## src/rtl/seed_health_mon.sv

```systemverilog
module seed_health_mon #(
  parameter int RUN_LIMIT = 64,
  parameter int ALT_LIMIT = 32
) (
  input  logic clk,
  input  logic rst_n,
  input  logic restart,
  input  logic bit_vld,
  input  logic bit_in,
  output logic err_level,
  output logic err_pulse
);

  localparam int RW = $clog2(RUN_LIMIT + 2);
  localparam int AW = $clog2(ALT_LIMIT + 2);
  localparam logic [RW-1:0] RUN_TOP = RW'(RUN_LIMIT + 1);
  localparam logic [RW-1:0] RUN_THR = RW'(RUN_LIMIT);
  localparam logic [AW-1:0] ALT_TOP = AW'(ALT_LIMIT + 1);
  localparam logic [AW-1:0] ALT_THR = AW'(ALT_LIMIT);

  logic [RW-1:0] run_cnt, run_nx;
  logic [AW-1:0] alt_cnt, alt_nx;
  logic          prev_bit, have_prev;
  logic          trip;

  always_comb begin
    run_nx = run_cnt;
    alt_nx = alt_cnt;
    if (bit_vld) begin
      if (!have_prev) begin
        run_nx = RW'(1);
        alt_nx = '0;
      end else if (bit_in == prev_bit) begin
        run_nx = (run_cnt == RUN_TOP) ? run_cnt : run_cnt + RW'(1);
        alt_nx = '0;
      end else begin
        run_nx = RW'(1);
        alt_nx = (alt_cnt == ALT_TOP) ? alt_cnt : alt_cnt + AW'(1);
      end
    end
  end

  assign trip = (run_nx > RUN_THR) || (alt_nx > ALT_THR);

  always_ff @(posedge clk or negedge rst_n) begin
    if (!rst_n) begin
      run_cnt   <= '0;
      alt_cnt   <= '0;
      prev_bit  <= 1'b0;
      have_prev <= 1'b0;
      err_level <= 1'b0;
      err_pulse <= 1'b0;
    end else if (restart) begin
      run_cnt   <= '0;
      alt_cnt   <= '0;
      prev_bit  <= 1'b0;
      have_prev <= 1'b0;
      err_level <= 1'b0;
      err_pulse <= 1'b0;
    end else begin
      run_cnt   <= run_nx;
      alt_cnt   <= alt_nx;
      if (bit_vld) begin
        prev_bit  <= bit_in;
        have_prev <= 1'b1;
      end
      err_level <= err_level | trip;
      err_pulse <= trip & ~err_level;
    end
  end

endmodule

```

## config.mk

```make
export PLATFORM = sky130hd
export DESIGN_NAME = seed_health_mon
export DESIGN_NICKNAME = d
export VERILOG_FILES = /design/src/rtl/seed_health_mon.sv
export SDC_FILE = /design/constraint.sdc
export NUM_CORES = 1
export LEC_CHECK = 0
export BUFFER_PORTS_ARGS = -buffer_cell sky130_fd_sc_hd__buf_2
export CAP_MARGIN = 20
export CELL_PAD_IN_SITES_DETAIL_PLACEMENT = 1
export CELL_PAD_IN_SITES_GLOBAL_PLACEMENT = 1
export CORE_MARGIN = 1.5
export CORE_UTILIZATION = 48
export CTS_CLUSTER_SIZE = 40
export DETAILED_ROUTE_END_ITERATION = 10
export PLACE_DENSITY = 0.83
export SLEW_MARGIN = 15
export SYNTH_ARGS = -nofsm -noshare
export SYNTH_HDL_FRONTEND = slang
export SYNTH_SLANG_ARGS = --single-unit
```

## constraint.sdc

```tcl
create_clock -name clk -period 3.4 [get_ports clk]
set_input_delay 0.17 -clock clk [delete_from_list [all_inputs] [get_ports clk]]
set_output_delay 0.17 -clock clk [all_outputs]
set_load 0.05 [all_outputs]
```

# ---- Yosys cells after proc, flatten, opt, wreduce, memory -nomap -nowiden
# Cells that the tools add are included.
dict set report word_totals {
  regBits 17
  word_cells 34
  output_inout_bits 2
}
dict set report op_classes {
  eq_ne 3
  mux 16
  n_lt_le_gt_ge 2
  addsub 2
  reduce_logical 2
  bitwise 3
}
# op count
set op_table {}
lappend op_table {{$mux 7} 5}
lappend op_table {{$mux 6} 5}
lappend op_table {{$add 7x1->7 const B} 1}
lappend op_table {{$eq 7x7->1 const B} 1}
lappend op_table {{$gt 7x7->1 const B} 1}
lappend op_table {{$add 6x1->6 const B} 1}
lappend op_table {{$eq 6x6->1 const B} 1}
lappend op_table {{$gt 6x6->1 const B} 1}
lappend op_table {{$mux 1} 6}
lappend op_table {{$reduce_bool 2->1} 1}
lappend op_table {{$and 1x1->1} 1}
lappend op_table {{$eq 1x1->1} 1}
lappend op_table {{$logic_or 1x1->1} 1}
lappend op_table {{$not 1->1} 1}
lappend op_table {{$or 1x1->1} 1}

# ---- Depth between registers and ports, before layout
# Gate-level depths: netlist of the first run.
dict set report logic_depth {
  word_depth 9
  ltp_mapped 7
}

# ---- Worst setup path before layout of the first run
# OpenSTA, ideal clock, no wires.
dict set report synth_path {
  kind {reg-to-reg}
  from {register run_cnt[4]}
  to {register err_pulse}
  stages_incl_launch_ff 6
  setup_ns 0.147
  arrival_ns 1.700
  setup_slack_ns 1.552
  period_less_slack_ns 1.848
  path_cell_list {dfrtp_1 -> or3_4 -> o41a_1 -> o22a_1 -> o31ai_2 -> a21oi_1}
}
dict set report synth_via {
  elab_chain_cells 9
}
# element line_no
set synth_rtl {}
lappend synth_rtl {{from (decl)} 21} ;# logic [RW-1:0] run_cnt, run_nx;
lappend synth_rtl {{from (signal assigned)} 61} ;# run_cnt <= run_nx;
lappend synth_rtl {{$add 7x1->7 / $eq 7x7->1 (equally long branches)} 34} ;# run_nx = (run_cnt == RUN_TOP) ? run_cnt : run_cnt + RW'(1);
lappend synth_rtl {{$mux 7} 34}
lappend synth_rtl {{$mux 7} 33} ;# end else if (bit_in == prev_bit) begin
lappend synth_rtl {{$mux 7} 30} ;# if (!have_prev) begin
lappend synth_rtl {{$mux 7 *} 29} ;# if (bit_vld) begin
lappend synth_rtl {{$gt 7x7->1 *} 43} ;# assign trip = (run_nx > RUN_THR) || (alt_nx > ALT_THR);
lappend synth_rtl {{$logic_or 1x1->1 *} 43}
lappend synth_rtl {{$and 1x1->1 *} 68} ;# err_pulse <= trip & ~err_level;
lappend synth_rtl {{$mux 1 *} 53} ;# end else if (restart) begin
lappend synth_rtl {{to (signal assigned)} 68}
lappend synth_rtl {{to (decl)} 11} ;# output logic err_pulse
# Mark *: on every way between the ends. The rest lies on a longest branch, timed or not.
# A chain may end at the register's enable or synchronous reset.

# ---- Worst setup path after layout of the first run
dict set report layout_path {
  from {register alt_cnt[0]}
  to {register err_pulse}
}
dict set report layout_via {
  elab_chain_cells 9
}
# element line_no
set layout_rtl {}
lappend layout_rtl {{from (decl)} 22} ;# logic [AW-1:0] alt_cnt, alt_nx;
lappend layout_rtl {{from (signal assigned)} 62} ;# alt_cnt <= alt_nx;
lappend layout_rtl {{$add 6x1->6 / $eq 6x6->1 (equally long branches)} 38} ;# alt_nx = (alt_cnt == ALT_TOP) ? alt_cnt : alt_cnt + AW'(1);
lappend layout_rtl {{$mux 6} 38}
lappend layout_rtl {{$mux 6} 33}
lappend layout_rtl {{$mux 6} 30}
lappend layout_rtl {{$mux 6 *} 29}
lappend layout_rtl {{$gt 6x6->1 *} 43}
lappend layout_rtl {{$logic_or 1x1->1 *} 43}
lappend layout_rtl {{$and 1x1->1 *} 68}
lappend layout_rtl {{$mux 1 *} 53}
# Marks and branches as above.

==> flow_metrics.env, run 1 <==
export IMPL_globalplace_congestion=0.8446
export IMPL_grt_antenna_before_repair=0
export IMPL_wirelength_microns=2464
export IMPL_avgViaCountPerCell=5.903
export IMPL_die_y_microns=49.40
export IMPL_synth_area_per_cell_sq_um=9.482
export IMPL_ys_top_cells_by_area="dfrtp_1, ha_1, xor2_1"
export IMPL_synth_edf_count=0
export IMPL_synth_seq_area_share_pct=41.16
export IMPL_drive_gt1_share_pct=10.26
export IMPL_grt_use_total_pct=23.57
export IMPL_hold_viol=0
export IMPL_syn_inst=109
export IMPL_cts_resized=0
export IMPL_cts_sinks=17
export IMPL_grt_max_degree=21
export IMPL_worst_slew_pin_slew_ns=0.9050
export IMPL_ys_types=36
export IMPL_num_vias=850
export IMPL_die_area_sq_mm=0.002440
export IMPL_hold_path_class="input port to flip-flop"
export IMPL_fillCellCount=251
export IMPL_timing_slew_headroom_pct=38.87
export IMPL_post_drt_wl_per_cell_microns=17.11
export IMPL_crit_type="flip-flop to flip-flop"
export IMPL_synth_top_area_share_pct=41.16
export IMPL_drt_initial_drc_count=9
export IMPL_end_kind="flip-flop"
export IMPL_yosys_area_top_type="dfrtp_1"
export IMPL_cts_buffers=3
export IMPL_io_pins=7
export IMPL_syn2layout_area_growth_pct=8.717
export IMPL_status="finished clean"
export IMPL_r2r_start="alt_cnt[0]"
export IMPL_synth_flop_cell="dfrtp_1"
export IMPL_cts_buffer_depth=2
export IMPL_p_leak_nw=0.4894
export IMPL_synth_fp_nets=118
export IMPL_async_flop_share_pct=100.0
export IMPL_portBuffers=6
export IMPL_slew_violations=0
export IMPL_rows=16
export IMPL_r2r_cells=6
export IMPL_r2r_setup_slack_ns=1.22
export IMPL_vdd_drop_max_mv=0.2279
export IMPL_finalClockSkew_ns=0.01093
export IMPL_post_route_period_util_pct=64.02
export IMPL_fmax_ghz=0.4594
export IMPL_required_ns=3.60
export IMPL_rsz0062_at_grt="false"
export IMPL_endpoint="err_pulse"
export IMPL_start_util_pct=51.62
export IMPL_final_util_pct=56.13
export IMPL_worst_hold_slack_ns=0.1678
export IMPL_yosysWarnings=0
export IMPL_critPathMaxFanout=8
export IMPL_synth_most_common_cell="dfrtp_1"
export IMPL_critPathLaunch="alt_cnt[0]"
export IMPL_reg2reg_to="err_pulse"
export IMPL_n_antenna_cell=0
export IMPL_cts_tree="yes"
export IMPL_clk_insertion_delay_late_ns=0.31
export IMPL_firstDrtPassIters=4
export IMPL_post_route_min_period_ns=2.177
export IMPL_finalSetupViolations=0
export IMPL_p_total_w=0.0003721
export IMPL_maxCapViolations=0
export IMPL_ant_nets=0
export IMPL_grt_pass1_vias=941
export IMPL_drc=0
export IMPL_core_sq_mm=0.002002
export IMPL_cts_root_buffer="clkbuf_4"
export IMPL_syn_area_sq_mm=0.001033
export IMPL_start_kind="flip-flop"
export IMPL_overflow=0
export IMPL_p_per_area_mw_per_mm2=331.2
export IMPL_cts_reportedPaths_clkPinSlew_ns=0.11
export IMPL_cts_htree_levels=1
export IMPL_hpwlAfterDp_microns=1840
export IMPL_dieWidth_microns=49.40
export IMPL_synthTopCellsByCount="dfrtp_1, nor2_1, nand2_1"
export IMPL_ys_seq_elements=17
export IMPL_grt_pass1_wl_microns=4381
export IMPL_setup_tns_ns=0
export IMPL_cp_arrival_ns=2.37
export IMPL_fin_nets=127
-- cells in the final DEF, fill, tap and decap left out, types with 4 or more instances in the layout --
master	n
a21oi_1	4
and2_1	6
buf_2	6
dfrtp_1	17
ha_1	4
nand2_1	7
nand3_1	6
nor2_1	10
o21ai_0	6
xnor2_1	4
xor2_1	5
-- layout make-up --
class	count	area (sq um)	share of cell area, %
clock buffers	3	22.52	2.004
repair buffers	7	40.04	3.563
inverters	3	11.26	1.002
multi-input cells	86	585.6	52.12
flip-flops and latches	17	425.4	37.86
clock inverters	1	5.005	0.4454
well taps	27	33.78	3.007
-- per-stage QoR --
stage          setup slack [ns]  cell area, sq um  instances
6_report                  1.223              1124        144
5_1_grt                  0.9672              1124        144
4_1_cts                   1.189              1124        144
3_5_place_dp              1.222              1086        139
3_3_place_gp              1.301              1086        139
2_1_floorplan             1.552              1033        109
-- where the power goes --
| part | total [W] | internal (W) | switching [W] |
|---|---|---|---|
| Sequential | 0.000214 | 0.000206 | 0.00000816 |
| Combinational | 0.0000419 | 0.0000156 | 0.0000263 |
| Clock | 0.000116 | 0.0000440 | 0.0000720 |
| Total | 0.000372 | 0.000266 | 0.000106 |
-- flip-flops by register name, indices dropped and copies added, names as in the netlist --
register   count
have_prev      1
err_pulse      1
alt_cnt        6
run_cnt        7
err_level      1
prev_bit       1
-- repair_timing --
item | in CTS | in global routing
hold buffers | 1 | 0
buffers inserted | 0 | 0
hold endpoints to repair | 17 | 0
-- how the worst min path moves through the flow --
| stage | from | to | slack, ns | depth (start not counted) |
|---|---|---|---|---|
| floorplan | rst_n | alt_cnt[0] | -0.13 | 0 |
| global placement | rst_n | run_cnt[5] | 0.11 | 1 |
| detailed placement | rst_n | run_cnt[5] | 0.11 | 1 |
| CTS | restart | have_prev | 0.16 | 2 |
| global route | restart | have_prev | 0.18 | 2 |
| finish | bit_in | prev_bit | 0.17 | 3 |
-- metal layers --
layer	vias up	GRT usage, %	part of all wire (%)
met5	-	0	0
met4	0	8.333	1.6
met3	5	1.840	2.0
met2	12	39.86	50
met1	417	31.69	47
li1	416	-	-
-- worst max-delay path, stage by stage (launching register included) --
cell	delay, ns
dfrtp_1	0.52
ha_1	0.20
nand2_1	0.08
o41ai_1	0.75
mux2i_1	0.16
o21ai_0	0.25
a21oi_1	0.11
-- logic make-up after synthesis --
family / count (synthesis) / synth area share, %
AO/OA/AOI/OAI: 27 / 19.01
adder cells (fa/ha/maj): 4 / 4.843
AND/OR/NAND/NOR: 43 / 22.28
buffers and inverters: 6 / 2.179
XOR/XNOR: 9 / 7.627
flip-flops: 17 / 41.16
multiplexers: 3 / 2.906
Power figures use the tool's default switching activity.
==> run 2, diff against run 1 <==
CORE_UTILIZATION = 45   (was 48)
PLACE_DENSITY = 0.79   (was 0.83)
clock period = 2.2 ns   (was 3.4 ns; I/O delays follow)
==> run 2 against run 1 <==
Net effect: power is 51% higher; clock power up 42%; first-iteration DRC count increased by 33%; via count is 2.6% higher; global-route usage shrank 2.3 points; die area increased by 6.3%; sequential power is 55% higher; non-clock buffer count increased by 2.
==> flow_metrics.env, run 2 (synthesis results as in run 1) <==
export IMPL_avgViaCountPerCell=5.932
export IMPL_overflow=0
export IMPL_layout_cells_most_common_list="dfrtp_1, nor2_1, nand2_1"
export IMPL_largest_reg_flops=7
export IMPL_globalplace_congestion=0.8010
export IMPL_post_route_min_period_ns=1.973
export IMPL_finalSetupViolations=0
export IMPL_hold_viol=0
export IMPL_cts_reportedPaths_clkPinSlew_ns=0.09
export IMPL_rsz0062_at_grt="false"
export IMPL_dieWidth_microns=50.93
export IMPL_worst_slew_pin_slew_ns=0.4159
export IMPL_design_area_sq_mm=0.001139
export IMPL_cts_buffer_depth=2
export IMPL_end_kind="flip-flop"
export IMPL_n_antenna_cell=0
export IMPL_hpwlAfterDp_microns=1662
export IMPL_syn2layout_area_growth_pct=10.17
export IMPL_critPathMaxFanout=5
export IMPL_top_regs="run_cnt (7), alt_cnt (6)"
export IMPL_hold_path_class="input port to flip-flop"
export IMPL_grt_pass1_vias=914
export IMPL_post_route_period_util_pct=89.69
export IMPL_io_pins=7
export IMPL_crit_type="flip-flop to flip-flop"
export IMPL_num_vias=872
export IMPL_start_kind="flip-flop"
export IMPL_cts_sinks=17
export IMPL_fmax_ghz=0.5068
export IMPL_postCtsSetupRepairBufs=0
export IMPL_fillCellCount=265
export IMPL_core_sq_mm=0.002191
export IMPL_portBuffers=6
export IMPL_grt_antenna_before_repair=0
export IMPL_wirelength_microns=2240
export IMPL_grt_pass1_wl_microns=4126
export IMPL_drive_gt1_share_pct=10.92
export IMPL_rows=17
export IMPL_setup_tns_ns=0
export IMPL_die_y_microns=50.93
export IMPL_layout_commonest_cell="dfrtp_1"
export IMPL_grt_max_degree=18
export IMPL_vdd_drop_max_mv=0.3280
export IMPL_post_drt_wl_per_cell_microns=15.24
export IMPL_die_area_sq_mm=0.002593
export IMPL_status="finished clean"
export IMPL_drt_initial_drc_count=12
export IMPL_cp_arrival_ns=2.14
export IMPL_grt_use_total_pct=21.28
export IMPL_stdcell_count=147
export IMPL_timing_slew_headroom_pct=72.18
export IMPL_drc=0
export IMPL_slew_violations=0
export IMPL_finalClockSkew_ns=0.003448
export IMPL_dp_cells=142
export IMPL_cts_buffers=3
export IMPL_start_util_pct=47.17
export IMPL_ant_nets=0
export IMPL_required_ns=2.37
export IMPL_clk_insertion_delay_late_ns=0.29
export IMPL_p_per_area_mw_per_mm2=492.6
export IMPL_cts_root_buffer="clkbuf_4"
export IMPL_fin_nets=129
export IMPL_cts_tree="yes"
export IMPL_p_leak_nw=0.4963
export IMPL_firstDrtPassIters=4
export IMPL_dpl_instance_area_sq_mm=0.001102
export IMPL_cts_htree_levels=1
export IMPL_maxCapViolations=0
export IMPL_p_total_w=0.0005608
export IMPL_regMostFlops="run_cnt"
==> run 2: metrics by stage <==
stage	hold WS [ns]	worst slack, ns	utilization, %
2_1_floorplan	-0.1856	0.3525	-
3_3_place_gp	0.04612	0.3014	50.31
3_5_place_dp	0.05019	0.2118	50.31
4_1_cts	0.1005	0.2280	51.97
5_1_grt	0.1060	0.08236	51.97
6_report	0.09793	0.2268	51.97
==> run 2: cell type report <==
type                            count  area [sq um]  share of cell area (%)
Multi-Input combinational cell     86         585.6                   51.43
Sequential cell                    17         425.4                   37.36
Timing Repair Buffer                9         55.05                   4.835
Tap cell                           28         35.03                   3.077
Clock buffer                        4         26.28                   2.308
Inverter                            3         11.26                  0.9890
==> run 2: timing repair <==
item | in CTS | in global routing
hold endpoints to repair | 17 | 0
resized for setup | 0 | 0
hold buffers | 1 | 0
endpoints found under the setup margin | 0 | 0
==> run 2: final timing paths <==
check,from,endpoint,slack [ns],cells after the start
hold reg to reg,err_level,err_pulse,0.47,1
max in group asynchronous,rst_n,err_level,1.67,2
setup reg to reg,run_cnt[4],err_pulse,0.23,5
hold / removal,restart,have_prev,0.1,2
setup / recovery,run_cnt[4],err_pulse,0.23,5
min in group asynchronous,rst_n,prev_bit,0.26,2
==> run 2: per-layer routing <==
metal	vias to the layer above	wire length [microns]	GRT usage, %
li1	421	-	-
met1	438	1023	26.04
met2	8	1137	36.58
met3	5	25	2.632
met4	0	53	10.81
met5	-	0	0
==> run 2: report_power, final <==
group          leakage [nW]  switching, W  internal [W]  total (W)
Clock                0.0150     0.0000945     0.0000706   0.000165
Combinational         0.248     0.0000382     0.0000263  0.0000645
Sequential            0.233     0.0000129      0.000318   0.000331
Total                 0.496      0.000146      0.000415   0.000561
==> run 2: worst max-delay path, stage by stage (launching register included) <==
cell and delay [ns]:
dfrtp_1 0.44, or3_4 0.42, o41a_1 0.40, o22a_1 0.20, o31ai_2 0.28, a21oi_1 0.11
